<file path="config.mk">
export PLATFORM = sky130hd
export DESIGN_NAME = mem_ea_gen
export DESIGN_NICKNAME = d
export VERILOG_FILES = /design/src/rtl/ea_pkg.sv /design/src/rtl/ea_mode_decode.sv /design/src/rtl/ea_scaler.sv /design/src/rtl/ea_adder.sv /design/src/rtl/mem_ea_gen.sv
export SDC_FILE = /design/constraint.sdc
export NUM_CORES = 1
export LEC_CHECK = 0
export BUFFER_PORTS_ARGS = -buffer_cell sky130_fd_sc_hd__buf_2
export CAP_MARGIN = 20
export CORE_AREA = 2 2 106 108
export CTS_BUF_LIST = sky130_fd_sc_hd__clkbuf_4 sky130_fd_sc_hd__clkbuf_8 sky130_fd_sc_hd__clkbuf_16
export DETAILED_ROUTE_END_ITERATION = 8
export DIE_AREA = 0 0 108 110
export PLACE_DENSITY = 0.9
export REMOVE_ABC_BUFFERS = 1
export SYNTH_ARGS = -nofsm -noshare
export SYNTH_HDL_FRONTEND = slang
export SYNTH_SLANG_ARGS = --single-unit
</file>
<file path="constraint.sdc">
create_clock -name clk -period 4.15 [get_ports clk]
set_input_delay 0.415 -clock clk [delete_from_list [all_inputs] [get_ports clk]]
set_output_delay 0.415 -clock clk [all_outputs]
set_load 0.02 [all_outputs]
</file>
<file path="src/rtl/ea_pkg.sv">
// Package: shared types for the effective address generator.
// Assumes: mode codes fixed at 3 bits; the code values are part of the contract.
package ea_pkg;

    typedef enum logic [2:0] {
        EA_ABS_SHORT  = 3'd0,
        EA_ABS_LONG   = 3'd1,
        EA_REG_IND    = 3'd2,
        EA_BASE_SHORT = 3'd3,
        EA_BASE_LONG  = 3'd4,
        EA_BASE_IDX   = 3'd5,
        EA_IDX_EXT    = 3'd6,
        EA_FULL       = 3'd7
    } ea_mode_e;

    // Which terms enter the sum for a given mode.
    typedef struct packed {
        logic use_base;
        logic use_index;
        logic use_short;
        logic use_ext;
    } ea_terms_t;

endpackage

</file>
<file path="src/rtl/ea_mode_decode.sv">
// Module: ea_mode_decode
// Turns a mode code into the set of terms that enter the address sum.
// Assumes: all eight codes are legal; purely combinational.
module ea_mode_decode
    import ea_pkg::*;
(
    input  logic [2:0] mode,
    output ea_terms_t  terms
);

    // Mode to term-select table.
    always_comb begin
        terms = '0;
        unique case (ea_mode_e'(mode))
            EA_ABS_SHORT:  terms.use_short = 1'b1;
            EA_ABS_LONG:   terms.use_ext   = 1'b1;
            EA_REG_IND:    terms.use_base  = 1'b1;
            EA_BASE_SHORT: begin
                terms.use_base  = 1'b1;
                terms.use_short = 1'b1;
            end
            EA_BASE_LONG:  begin
                terms.use_base = 1'b1;
                terms.use_ext  = 1'b1;
            end
            EA_BASE_IDX:   begin
                terms.use_base  = 1'b1;
                terms.use_index = 1'b1;
            end
            EA_IDX_EXT:    begin
                terms.use_index = 1'b1;
                terms.use_ext   = 1'b1;
            end
            EA_FULL:       begin
                terms.use_base  = 1'b1;
                terms.use_index = 1'b1;
                terms.use_ext   = 1'b1;
            end
            default:       terms = '0;
        endcase
    end

endmodule

</file>
<file path="src/rtl/ea_scaler.sv">
// Module: ea_scaler
// Shifts the index left by the scale code (factor 2^code) and flags codes
// beyond the largest legal shift.
// Assumes: MAX_SHIFT < 2^SCW; shifted bits beyond AW are discarded (wrap).
module ea_scaler #(
    parameter int AW        = 32,
    parameter int SCW       = 3,
    parameter int MAX_SHIFT = 4
) (
    input  logic [AW-1:0]  index,
    input  logic [SCW-1:0] scale_code,
    output logic [AW-1:0]  scaled,
    output logic           illegal
);

    localparam int NCAND = MAX_SHIFT + 1;

    logic [AW-1:0] cand [NCAND];

    // One pre-shifted candidate per legal scale factor.
    for (genvar s = 0; s < NCAND; s++) begin : g_shift
        assign cand[s] = index << s;
    end

    // Pick the candidate or report an out-of-range code.
    always_comb begin
        scaled  = '0;
        illegal = (int'(scale_code) > MAX_SHIFT);
        for (int s = 0; s < NCAND; s++) begin
            if (int'(scale_code) == s) scaled = cand[s];
        end
    end

endmodule

</file>
<file path="src/rtl/ea_adder.sv">
// Module: ea_adder
// Three-operand modulo-2^AW adder with per-term gating.
// Assumes: short offset is zero-extended; carry out of AW bits is dropped.
module ea_adder
    import ea_pkg::*;
#(
    parameter int AW   = 32,
    parameter int OFFW = 12
) (
    input  ea_terms_t       terms,
    input  logic [AW-1:0]   base,
    input  logic [AW-1:0]   scaled,
    input  logic [OFFW-1:0] short_off,
    input  logic [AW-1:0]   ext_word,
    output logic [AW-1:0]   sum
);

    localparam int PADW = AW - OFFW;

    logic [AW-1:0] t_base;
    logic [AW-1:0] t_idx;
    logic [AW-1:0] t_off;

    // Gate each operand by its select and add modulo 2^AW.
    always_comb begin
        t_base = terms.use_base  ? base   : '0;
        t_idx  = terms.use_index ? scaled : '0;
        if (terms.use_short)
            t_off = {{PADW{1'b0}}, short_off};
        else if (terms.use_ext)
            t_off = ext_word;
        else
            t_off = '0;
        sum = t_base + t_idx + t_off;
    end

endmodule

</file>
<file path="src/rtl/mem_ea_gen.sv">
// Module: mem_ea_gen (top)
// Registered effective address stage: decode mode, scale index, sum terms,
// capture result one cycle after in_valid.
// Assumes: synchronous active-low reset; outputs hold when no request arrives.
module mem_ea_gen
    import ea_pkg::*;
#(
    parameter int AW        = 32,
    parameter int OFFW      = 12,
    parameter int SCW       = 3,
    parameter int MAX_SHIFT = 4
) (
    input  logic            clk,
    input  logic            rst_n,
    input  logic            in_valid,
    input  logic [2:0]      mode,
    input  logic [OFFW-1:0] short_off,
    input  logic [AW-1:0]   ext_word,
    input  logic [AW-1:0]   base,
    input  logic [AW-1:0]   index,
    input  logic [SCW-1:0]  scale_code,
    output logic            out_valid,
    output logic [AW-1:0]   addr,
    output logic            need_ext,
    output logic            bad_scale
);

    ea_terms_t     terms;
    logic [AW-1:0] scaled;
    logic          sc_illegal;
    logic [AW-1:0] sum;
    logic          bad_now;

    ea_mode_decode u_dec (
        .mode  (mode),
        .terms (terms)
    );

    ea_scaler #(.AW(AW), .SCW(SCW), .MAX_SHIFT(MAX_SHIFT)) u_scl (
        .index      (index),
        .scale_code (scale_code),
        .scaled     (scaled),
        .illegal    (sc_illegal)
    );

    ea_adder #(.AW(AW), .OFFW(OFFW)) u_add (
        .terms     (terms),
        .base      (base),
        .scaled    (scaled),
        .short_off (short_off),
        .ext_word  (ext_word),
        .sum       (sum)
    );

    // Scale errors only matter when the index enters the sum.
    assign bad_now = terms.use_index & sc_illegal;

    // Pipeline register: valid every cycle, payload only on a request.
    always_ff @(posedge clk) begin
        if (!rst_n) begin
            out_valid <= 1'b0;
            addr      <= '0;
            need_ext  <= 1'b0;
            bad_scale <= 1'b0;
        end else begin
            out_valid <= in_valid;
            if (in_valid) begin
                addr      <= bad_now ? '0 : sum;
                need_ext  <= terms.use_ext;
                bad_scale <= bad_now;
            end
        end
    end

endmodule

</file>
==> impl_metrics.csv <==
group,metric,value,unit
logic_synthesis,synth_area_leaders,"sky130_fd_sc_hd__dfxtp_1 14%, sky130_fd_sc_hd__fa_1 13%, sky130_fd_sc_hd__nand2_1 12%",
worst_setup_path,regToRegEndpoint,"addr[10]$_SDFFE_PN0P_",
power_and_ir_drop,peakVddDrop,0.000222,V
finish,post_route_cells_drive_above_1_share,23.1,%
logic_synthesis,top_cell_type_s_share_of_synthesized_area,13.7,%
logic_synthesis,ys_warn_count,0,
floorplan,initial_core_util,47.7,%
hold_path,hold_path.startpoint,"addr[17]$_SDFFE_PN0P_",
worst_setup_path,critPathBufInv,4,
sta,worstMarginPinSlew,0.607,ns
worst_setup_path,cp_top_family,"compound AO/OA/AOI/OAI gates",
logic_synthesis,synth-edff-count,0,
worst_setup_path,cp-end-kind,"flip-flop",
logic_synthesis,yosys_most_used_dff,"sky130_fd_sc_hd__dfxtp_1",
logic_synthesis,synth.lib_cells_used.distinct,58,
worst_setup_path,reg2reg_setup_slack,3.34,ns
routing,dr_total_vias,5509,
hold_path,type_of_the_worst_min_delay_path,"reg -> reg",
floorplan,core_region_area,0.0107,sq mm
global_routing,overflow_left_after_global_routing,0,
power_and_ir_drop,cellPowerDensity,293,mW/mm^2
routing,drt.antenna.violating_nets,0,
floorplan,ios,152,
global_routing,wire_length_of_the_first_global_routing_pass,24100,um
global_routing,grt_usage,25.2,%
sta,timing.hold.ws,0.450,ns
worst_setup_path,timing.reg2reg.worst_path_depth,2,
logic_synthesis,synth_area_per_cell,7.14,sq um
floorplan,die_height,110,um
job,maxCapViolations,0,
worst_setup_path,timing.critical_path.cells,"buf_2 > nor2b_1 > xor2_2 > buf_4 > a22oi_1 > fa_1 > inv_1 > ha_1 > a21o_1 > and4_1 > o21ai_1 > buf_4 > o211ai_1 > nand3_2 > o21ai_0 > nand4b_1 > o311ai_1",
worst_setup_path,cp_data_required_time,4.33,ns
sta,final_max_slew_viol_count,0,
floorplan,die-area,0.0119,sq mm
worst_setup_path,critical_path_arrival,4.03,ns
clock_tree,tritoncts_num_sinks,35,
worst_setup_path,path_class,"in -> reg",
logic_synthesis,ys_async_sr_fraction,0,%
routing,post_drt_via_cell_ratio,5.57,
global_routing,grt_max_degree,28,
worst_setup_path,critPathLaunchType,"primary input",
sta,timing.final.crit_period,3.85,ns
placed_design,placed_cells,981,
status,outcome,"completed",
placed_design,io_buffer_count,151,
power_and_ir_drop,p_leak,0.00320,uW
global_routing,first_global_vias,5217,
finish,postLayoutCoreUtil,57.4,%
logic_synthesis,yosys.area.top_type,"sky130_fd_sc_hd__dfxtp_1",
clock_tree,h-tree-depth,2,
sta,final_hold_viol_count,0,
worst_setup_path,worstReg2RegStart,"addr[10]$_SDFFE_PN0P_",
worst_setup_path,standard_cell_with_the_maximum_stage_delay_on_the_critical_path,"sky130_fd_sc_hd__fa_1",
placed_design,dpl.hpwl,12300,um
sta,achievable-frequency,260,MHz
logic_synthesis,netlist_instances,714,
worst_setup_path,critical-path-max-stage-delay,0.54,ns
logic_synthesis,synth.most_common_cell,"sky130_fd_sc_hd__nand2_1",
logic_synthesis,seq_area_frac_synth,13.7,%
clock_tree,clk_latency,0.29,ns
floorplan,die_w,108,um
sta,finalClockSkew,0,ns
clock_tree,cts_hold_buf,0,
hold_path,hold-path-endpoint,"addr[17]$_SDFFE_PN0P_",
clock_tree,cts_tree,"yes",
worst_setup_path,critical_path_peak_fanout,12,
floorplan,num_rows,38,
clock_tree,clock_root_buffer,"sky130_fd_sc_hd__clkbuf_8",
logic_synthesis,post_synthesis_instance_area,0.00510,sq mm
sta,min_period_over_period,92.8,%
clock_tree,clkTransAtPathRegs,0.07,ns
placed_design,routability_congestion_estimate_from_global_placement,0.951,
clock_tree,cts_buffers,5,
routing,dr.first_iter.drc_count,303,
finish,n_antenna_cell,0,
routing,drt_pass1_iterations,7,
routing,route.detailed.drc,0,
sta,timing.max_slew.rel_slack,59.4,%
sta,setup_repair_after_global_routing_missed_its_margin,"false",
sta,timing.final.setup_violations,0,
logic_synthesis,postSynthRegisterBits,35,
logic_synthesis,synth_common_cells,"161 x sky130_fd_sc_hd__nand2_1, 69 x sky130_fd_sc_hd__inv_1, 40 x sky130_fd_sc_hd__o21ai_0",
finish,stdcell_count,989,
finish,num-nets-final,1027,
power_and_ir_drop,power,1800,uW
finish,area.growth.synth_to_final,20.4,%
worst_setup_path,worst_path_most_repeated_cell,"sky130_fd_sc_hd__buf_4",
routing,finalWirelength,14700,um
global_routing,grt_antenna_before_repair,0,
hold_path,whs_path_depth,2,
worst_setup_path,cp.depth,17,
routing,detail_route.wl_per_cell,14.9,um
worst_setup_path,launch_point_of_the_worst_path,"mode[1]",
clock_tree,clockBufferDepth,2,
[registers in the layout (all words and copies together) (netlist names)]
| name | cells |
|---|---|
| addr | 32 |
| bad_scale | 1 |
| need_ext | 1 |
| out_valid | 1 |
[logic make-up after synthesis]
| group | synth area share, % |
|---|---|
| AOI/OAI and AO/OA | 23.6 |
| xor gates and xnor gates | 4.81 |
| adders and majority gates | 19.9 |
| buffers and inverters | 8.39 |
| DFF | 13.7 |
| muxes | 6.62 |
| and+or+nand+nor | 22.9 |
[layout make-up]
type                    instances  area [sq um]
flip-flops and latches         35           701
clock inverters                 3          43.8
repair buffers                168           898
inverters                      70           263
clock buffers                   5          68.8
well taps                     140           175
multi-input cells             568          3990
fillers                      1029          4560
[worst min-delay path: stages, from the launching register on]
cell and delay (ns):
sky130_fd_sc_hd__dfxtp_1 0.32, sky130_fd_sc_hd__nand2_1 0.04, sky130_fd_sc_hd__o21ai_0 0.06
[cells in the final DEF (no fill, tap or decap), types with 6 or more instances in the layout]
| cell | instances |
|---|---|
| sky130_fd_sc_hd__nand2_1 | 161 |
| sky130_fd_sc_hd__mux2i_1 | 27 |
| sky130_fd_sc_hd__nor2b_1 | 8 |
| sky130_fd_sc_hd__fa_1 | 32 |
| sky130_fd_sc_hd__xnor2_1 | 16 |
| sky130_fd_sc_hd__o21ai_1 | 9 |
| sky130_fd_sc_hd__nor2_1 | 33 |
| sky130_fd_sc_hd__o211ai_1 | 10 |
| sky130_fd_sc_hd__and2_1 | 15 |
| sky130_fd_sc_hd__nand3_1 | 23 |
| sky130_fd_sc_hd__buf_4 | 16 |
| sky130_fd_sc_hd__buf_2 | 150 |
| sky130_fd_sc_hd__xor2_1 | 11 |
| sky130_fd_sc_hd__a22oi_1 | 15 |
| sky130_fd_sc_hd__a21oi_1 | 29 |
| sky130_fd_sc_hd__a22o_1 | 10 |
| sky130_fd_sc_hd__a21o_1 | 31 |
| sky130_fd_sc_hd__inv_1 | 69 |
| sky130_fd_sc_hd__ha_1 | 30 |
| sky130_fd_sc_hd__mux2_2 | 6 |
| sky130_fd_sc_hd__dfxtp_1 | 35 |
| sky130_fd_sc_hd__o21ai_0 | 40 |
[power breakdown]
| group | internal [uW] | leakage, uW | switching (uW) | total, uW |
|---|---|---|---|---|
| logic | 443 | 0.00285 | 632 | 1080 |
| clock network | 179 | 0.0000581 | 131 | 310 |
| registers | 388 | 0.000288 | 28.1 | 416 |
| total | 1010 | 0.00320 | 792 | 1800 |
[through the flow]
stage / setup WS, ns / setup TNS, ns / area [sq um]
finish: 0.299 / 0 / 6140
global route: 0.0347 / 0 / 6140
CTS: 0.205 / 0 / 6130
detailed placement: -0.0457 / -0.0510 / 6020
global placement: 0.00690 / 0 / 6020
floorplan: -0.528 / -6.98 / 4930
[layer usage]
metal	wire length, um	global-route usage, %	vias to the layer above
met1	5870	30.0	2537
met4	330	6.23	0
met5	0	0	-
met2	7210	47.0	259
met3	1290	4.12	34
li1	-	-	2679
[worst max path at each step]
stage | end | slack (ns)
6_report | addr[28]$_SDFFE_PN0P_ | 0.30
3_3_place_gp | addr[28]$_SDFFE_PN0P_ | 0.007
3_5_place_dp | addr[28]$_SDFFE_PN0P_ | -0.05
4_1_cts | addr[28]$_SDFFE_PN0P_ | 0.21
5_1_grt | addr[26]$_SDFFE_PN0P_ | 0.03
2_1_floorplan | addr[29]$_SDFFE_PN0P_ | -0.53
[timing repair]
action	4_1_cts	5_1_grt
buffers inserted	0	0
resized for setup	0	2
setup endpoints to repair	0	5
Power figures use the tool's default switching activity.
